$ cat src/rtl/pls_pkg.sv
package pls_pkg;
  // Width of a counter that must hold values 0..n-1, never below one bit.
  function automatic int unsigned cnt_w(input int unsigned n);
    cnt_w = (n > 1) ? $clog2(n) : 1;
  endfunction
endpackage

$ cat src/rtl/pls_sync.sv
// Two-flop synchroniser for an active-high level. Clearing is immediate, release is clocked.
module pls_sync (
  input  logic clk,
  input  logic lvl_i,
  output logic lvl_o
);
  logic stg1;

  always_ff @(posedge clk or negedge lvl_i) begin
    if (!lvl_i) begin
      stg1  <= 1'b0;
      lvl_o <= 1'b0;
    end else begin
      stg1  <= 1'b1;
      lvl_o <= stg1;
    end
  end
endmodule

$ cat src/rtl/pls_stage.sv
// Prescaled stage: a tick prescaler of TERM ticks feeding a half-period counter.
// The counter stops when it reaches HALVES and holds until cleared.
module pls_stage
  import pls_pkg::*;
#(
  parameter int unsigned TERM   = 4,
  parameter int unsigned HALVES = 1
) (
  input  logic                         clk,
  input  logic                         rst_n,
  input  logic                         run,
  input  logic                         tick,
  output logic [cnt_w(HALVES+1)-1:0]   half
);
  localparam int unsigned PRE_W  = cnt_w(TERM);
  localparam int unsigned HALF_W = cnt_w(HALVES + 1);
  localparam logic [PRE_W-1:0]  PRE_LAST = PRE_W'(TERM - 1);
  localparam logic [HALF_W-1:0] HALF_END = HALF_W'(HALVES);

  logic [PRE_W-1:0] pre;
  logic             stopped;
  logic             adv;

  assign stopped = (half == HALF_END);
  assign adv     = run && tick && !stopped;

  always_ff @(posedge clk or negedge rst_n) begin
    if (!rst_n) begin
      pre  <= '0;
      half <= '0;
    end else if (adv) begin
      if (pre == PRE_LAST) begin
        pre  <= '0;
        half <= half + 1'b1;
      end else begin
        pre <= pre + 1'b1;
      end
    end
  end
endmodule

$ cat src/rtl/pls_seq.sv
module pls_seq
  import pls_pkg::*;
#(
  parameter int unsigned DELAY_TICKS = 295,
  parameter int unsigned PULSE_TICKS = 5
) (
  input  logic clk,
  input  logic pwr_ok_i,
  input  logic tick_i,
  output logic pulse_o,
  output logic done_o
);
  localparam int unsigned DLY_HALVES = 1;
  localparam int unsigned PW_HALVES  = 2;

  logic                            en_sync;
  logic [cnt_w(DLY_HALVES+1)-1:0]  dly_half;
  logic [cnt_w(PW_HALVES+1)-1:0]   pw_half;
  logic                            dly_stop;

  pls_sync u_sync (
    .clk   (clk),
    .lvl_i (pwr_ok_i),
    .lvl_o (en_sync)
  );

  // Delay stage: one half-period of DELAY_TICKS, then its single bit latches.
  pls_stage #(.TERM(DELAY_TICKS), .HALVES(DLY_HALVES)) u_dly (
    .clk   (clk),
    .rst_n (en_sync),
    .run   (1'b1),
    .tick  (tick_i),
    .half  (dly_half)
  );

  assign dly_stop = dly_half[0];

  // Pulse stage: cleared and frozen until the delay stage has stopped.
  pls_stage #(.TERM(PULSE_TICKS), .HALVES(PW_HALVES)) u_pw (
    .clk   (clk),
    .rst_n (en_sync),
    .run   (dly_stop),
    .tick  (tick_i),
    .half  (pw_half)
  );

  // Output is the bit below the stop bit; the stop bit is the done flag.
  assign pulse_o = pw_half[0];
  assign done_o  = pw_half[1];
endmodule

$ cat config.mk
export PLATFORM = sky130hd
export DESIGN_NAME = pls_seq
export DESIGN_NICKNAME = d
export VERILOG_FILES = /design/src/rtl/pls_pkg.sv /design/src/rtl/pls_sync.sv /design/src/rtl/pls_stage.sv /design/src/rtl/pls_seq.sv
export SDC_FILE = /design/constraint.sdc
export NUM_CORES = 1
export LEC_CHECK = 0
export BUFFER_PORTS_ARGS = -buffer_cell sky130_fd_sc_hd__buf_2
export CAP_MARGIN = 40
export CORE_AREA = 3 3 49 51
export DETAILED_ROUTE_END_ITERATION = 8
export DIE_AREA = 0 0 52 54
export PLACE_DENSITY = 0.67
export SLEW_MARGIN = 20
export SYNTH_ARGS = -nofsm -noshare
export SYNTH_HDL_FRONTEND = slang
export SYNTH_SLANG_ARGS = --single-unit
$ cat constraint.sdc
create_clock -name clk -period 0.9 [get_ports clk]
set_input_delay 0 -clock clk [delete_from_list [all_inputs] [get_ports clk]]
set_output_delay 0 -clock clk [all_outputs]
set_load 0.005 [all_outputs]
Word level (Yosys, flattened, before mapping)
Cells that the tools add are included.
Word-level totals
  output and inout port bits: 2
  logic and storage cells: 22
  bits in registers: 17
Operators by class
  $add $sub $neg: 4
  muxes and demuxes: 2
  reduce and logical (&&, ||, !) cells: 7
  eq/ne operators: 3
Operators by type and width (number)
  $add A9 B1 Y9 const B: 1
  $eq A9 B9 Y1 const B: 1
  $mux W9: 1
  $reduce_and A2 Y1: 2
  $add A3 B1 Y3 const B: 1
  $eq A3 B3 Y1 const B: 1
  $logic_and A1 B1 Y1: 3
  $mux W3: 1
  $add A2 B1 Y2 const B: 1
  $eq A2 B2 Y1 const B: 1
  $logic_not A1 Y1: 2
  $add A1 B1 Y1 const B: 1

Logic depth before layout (Yosys ltp)
  depth after elaboration: 4
  depth in mapped cells: 6
  gate-level depth less buffers: 6

Cells and area by module
A second synthesis with hierarchy kept.
Second synthesis, totals
  cells, all modules: 80
  area total of the unflattened synthesis: 872.1 um^2
By module, submodules not included
  pls_stage at u_dly: instances 1, seq. area each 250.2 um^2, area each 529.3 um^2, cells each 50
  pls_stage at u_pw: instances 1, seq. area each 125.1 um^2, area each 285.3 um^2, cells each 26
  pls_sync: instances 1, seq. area each 50.0 um^2, area each 53.8 um^2, cells each 3
  pls_seq: instances 1, seq. area each 0.0 um^2, area each 3.8 um^2, cells each 1

Worst setup path after synthesis
No wires, ideal clock.
  kind: register to register
  start: reg u_dly.pre[4]
  end: reg u_dly.pre[3]
  buffers on the path: 0
  setup time: 0.118 ns
  cell stages (with the launch flop): 5
  arrival: 1.187 ns
  slack: -0.405 ns
  cells stage by stage: dfrtp_1 -> nand4bb_4 -> nor4_4 -> nor3_1 -> a21o_1
On the way
  cells in the longest elaborated chain, start to end: 2
RTL lines
  start: declaration: line pls_stage.sv:20  | logic [PRE_W-1:0] pre;
  start signal: assignment: line pls_stage.sv:36  | pre <= pre + 1'b1;
  $eq A9 B9 Y1: line pls_stage.sv:32  | if (pre == PRE_LAST) begin
  $mux W9: line pls_stage.sv:32
Every way passes these cells.
A chain may end at the register's enable or synchronous reset.

Final worst setup path
  start: reg u_dly.pre[7]
  end: reg u_dly.pre[1]
The elaborated chain is that of the path after synthesis.

==> impl_metrics.sql <==
INSERT INTO impl_metrics (metric_group, metric, value, unit) VALUES
('layout', 'syn2layout_area_growth', '54.79', '%'),
('synth', 'seq_area_frac_synth', '50.90', '%'),
('critical_path', 'cp_top_family', 'simple AND/OR/NAND/NOR gates', ''),
('synth', 'synthMostInstantiatedCell', 'dfrtp_1', ''),
('die', 'num_rows', '16', ''),
('sta', 'finalCriticalPeriod', '1.276', 'ns'),
('sta', 'max_fclk', '783.8', 'MHz'),
('clock_network', 'clk_root_buffer_cell', 'clkbuf_4', ''),
('critical_path', 'worst_r2r_startpoint', 'u_dly.pre[7]$_DFFE_PN0P_', ''),
('clock_network', 'clk-insertion-delay-late', '0.30', 'ns'),
('sta', 'hold_viol', '0', ''),
('global_routing', 'grt_start_max_net_pins', '11', ''),
('power', 'p_int', '0.002002', 'W'),
('power', 'leakagePower', '0.5654', 'nW'),
('sta', 'final.hold.worst_slack', '0.07485', 'ns'),
('synth', 'synth_top_cell_area_share', '50.90', '%'),
('synth', 'netlist_top_cells_area', 'dfrtp_1 (51%), ha_1 (7.5%), nand2_1 (4.5%), o21ai_0 (3.6%), nand4bb_4 (3.3%)', ''),
('die', 'io_pins', '5', ''),
('global_routing', 'grt.busiest_layer', 'met2', ''),
('power', 'pwr-share-seq', '39.0', '%'),
('critical_path', 'critical_path.cell_chain', 'nand4bb_4 -> nor4_4 -> buf_4 -> o31ai_1', ''),
('sta', 'setup_violations', '16', ''),
('power', 'total_switching_power', '0.001208', 'W'),
('clock_network', 'tritoncts', 'done', ''),
('placement', 'dp_cells', '129', ''),
('synth', 'yosysWarningCount', '0', ''),
('synth', 'synth.cell_area', '835.8', 'sq um'),
('detailed_routing', 'drt-initial-drc-count', '4', ''),
('placement', 'hpwlAfterDp', '1220', 'um'),
('synth', 'synth_area_leader_cell', 'dfrtp_1', ''),
('clock_network', 'h-tree-depth', '1', ''),
('placement', 'port-buffer-count', '4', ''),
('synth', 'netlist_top_cells_count', 'dfrtp_1 (17), nand2_1 (10), o21ai_0 (6)', ''),
('die', 'initial_standard_cell_utilization_of_the_core', '42.17', '%'),
('global_routing', 'global_route.usage.met2', '26.15', '%'),
('critical_path', 'critical_path.max_stage_delay', '0.39', 'ns'),
('critical_path', 'worstPathArrival', '1.47', 'ns'),
('die', 'die_w', '52', 'um'),
('layout', 'num_antenna_cells', '0', ''),
('die', 'fp.dieH', '54', 'um'),
('power', 'power.share.clock', '12.9', '%'),
('critical_path', 'critical_path.endpoint', 'u_dly.pre[1]$_DFFE_PN0P_', ''),
('critical_path', 'worstSetupStartpoint', 'u_dly.pre[7]$_DFFE_PN0P_', ''),
('global_routing', 'number_of_global_route_vias_before_repair', '729', ''),
('critical_path', 'timing.critical_path.from_type', 'register', ''),
('layout', 'n_fill_cell', '157', ''),
('flow_run', 'maxCapViolCount', '0', ''),
('run_status', 'failing_checks', 'negative setup slack', ''),
('critical_path', 'critical_path.n_buffers_inverters', '1', ''),
('synth', 'synth_cell_types', '28', ''),
('placement', 'finalWeightedCongestion', '0.8146', ''),
('clock_network', 'tritoncts.num_buffers', '3', ''),
('sta', 'min_period_over_period', '141.8', '%'),
('sta', 'worst_slack', '-0.3758', 'ns'),
('critical_path', 'rr_endpoint', 'u_dly.pre[1]$_DFFE_PN0P_', ''),
('power', 'power_density', '2481', 'nW/um^2'),
('clock_network', 'cts-root-to-sink-buffers', '2', ''),
('sta', 'finClkSkew', '0.004386', 'ns'),
('power', 'swShare', '37.63', '%'),
('layout', 'share_of_final_layout_standard_cells_stronger_than_drive_strength_1', '54.87', '%'),
('die', 'core_area', '1982', 'sq um'),
('die', 'floorplan.die_area', '2808', 'sq um'),
('power', 'power.ir.vdd_worst', '0.001680', 'V'),
('power', 'pwr-share-comb', '48.1', '%'),
('global_routing', 'grt_antenna_before_repair', '0', ''),
('synth', 'synth_edf_count', '0', ''),
('synth', 'syn_avg_cell_area', '10.72', 'sq um'),
('run_status', 'status', 'finished, violations left', ''),
('power', 'finalPower', '0.003210', 'W'),
('detailed_routing', 'via_per_inst', '4.950', ''),
('global_routing', 'grt_use_total', '14.40', '%');
worst reg2reg max path: cells and delay by family (launching register included):
| kind | cells | cell delay, ns |
|---|---|---|
| AOI/OAI and AO/OA | 1 | 0.08 |
| buffers and inverters | 1 | 0.18 |
| DFF | 1 | 0.39 |
| and+or+nand+nor | 2 | 0.52 |
registers in the layout, indices dropped and copies added, names as in the netlist:
signal,cells
u_pw.pre,3
u_sync.lvl_o,1
u_pw.half,2
u_dly.pre,9
u_sync.stg1,1
u_dly.half,1
kinds of logic after synthesis:
kind of cell	share of synthesized area, %
AND/OR/NAND/NOR	21.41
buffers and inverters	2.394
XOR/XNOR	5.240
adder cells (fa/ha/maj)	7.485
flip-flops	50.90
AO/OA/AOI/OAI	12.13
other	0.4487
cell type report:
class,count,area [sq um],share of cell area (%)
clock buffers,3,22.52,1.741
well taps,27,33.78,2.611
inverters,4,15.01,1.161
repair buffers,32,259.0,20.02
flip-flops and latches,17,426.7,32.98
clock inverters,1,5.005,0.3868
multi-input cells,56,531.8,41.10
per-stage QoR:
stage               TNS (ns)  worst slack [ns]  utilization [%]  area (sq um)
floorplan             -3.567           -0.4026                -         893.4
global placement      -3.853           -0.3553            55.49          1100
detailed placement    -4.353           -0.4046            55.49          1100
CTS                   -4.675           -0.3885            61.49          1219
global route          -5.495           -0.4592            65.28          1294
finish                -4.430           -0.3758            65.28          1294
what timing repair did:
action | 4_1_cts | 5_1_grt
resized for setup | 12 | 14
hold buffers | 3 | 0
pin swaps | 7 | 7
setup buffers | 2 | 3
setup endpoints to repair | 16 | 16
hold endpoints to repair | 3 | 0
worst min-delay path by stage:
stage / start / to / slack, ns / cells past startpoint
after floorplan: pwr_ok_i / u_sync.lvl_o$_DFF_PN0_ / -0.30 / 0
after global routing: u_sync.lvl_o$_DFF_PN0_ / u_dly.pre[8]$_DFFE_PN0P_ / 0.08 / 0
final: u_sync.lvl_o$_DFF_PN0_ / u_dly.pre[8]$_DFFE_PN0P_ / 0.07 / 0
after detailed placement: pwr_ok_i / u_sync.lvl_o$_DFF_PN0_ / -0.21 / 1
after global placement: pwr_ok_i / u_sync.stg1$_DFF_PN0_ / -0.22 / 1
after CTS: u_sync.lvl_o$_DFF_PN0_ / u_pw.pre[0]$_DFFE_PN0P_ / 0.07 / 0
cell usage in the layout, fill, tap and decap left out, drive strengths merged:
cell and count:
a21o 2, a21oi 2, a31o 1, a31oi 2
a41oi 1, and3 1, buf 29, clkbuf 3
clkinv 1, conb 1, dfrtp 17, dlygate4sd3 3
ha 5, inv 4, nand2 10, nand2b 1
nand3 3, nand4 2, nand4bb 1, nor2 5
nor2b 1, nor3 2, nor4 1, o21ai 6
o31ai 2, or2 2, xnor2 3, xor2 2
power groups by stage:
| stage | Sequential, W | Clock [W] | Combinational, W |
|---|---|---|---|
| after global placement | 0.00122 | 0 | 0.00125 |
| after global routing | 0.00128 | 0.000459 | 0.00172 |
| final | 0.00125 | 0.000413 | 0.00154 |
| after detailed placement | 0.00123 | 0 | 0.00128 |
| after CTS | 0.00122 | 0.000429 | 0.00135 |
| after floorplan | 0.00129 | 0 | 0.000647 |
layer usage:
metal  part of all wire (%)  vias to the layer above  wire length [um]
met5                      0                        -                 0
met4                    2.5                        0                43
met3                    2.2                        5                39
met2                     53                        6               931
met1                     42                      338               732
li1                       -                      344                 -
(Power assumes the default switching activity.)
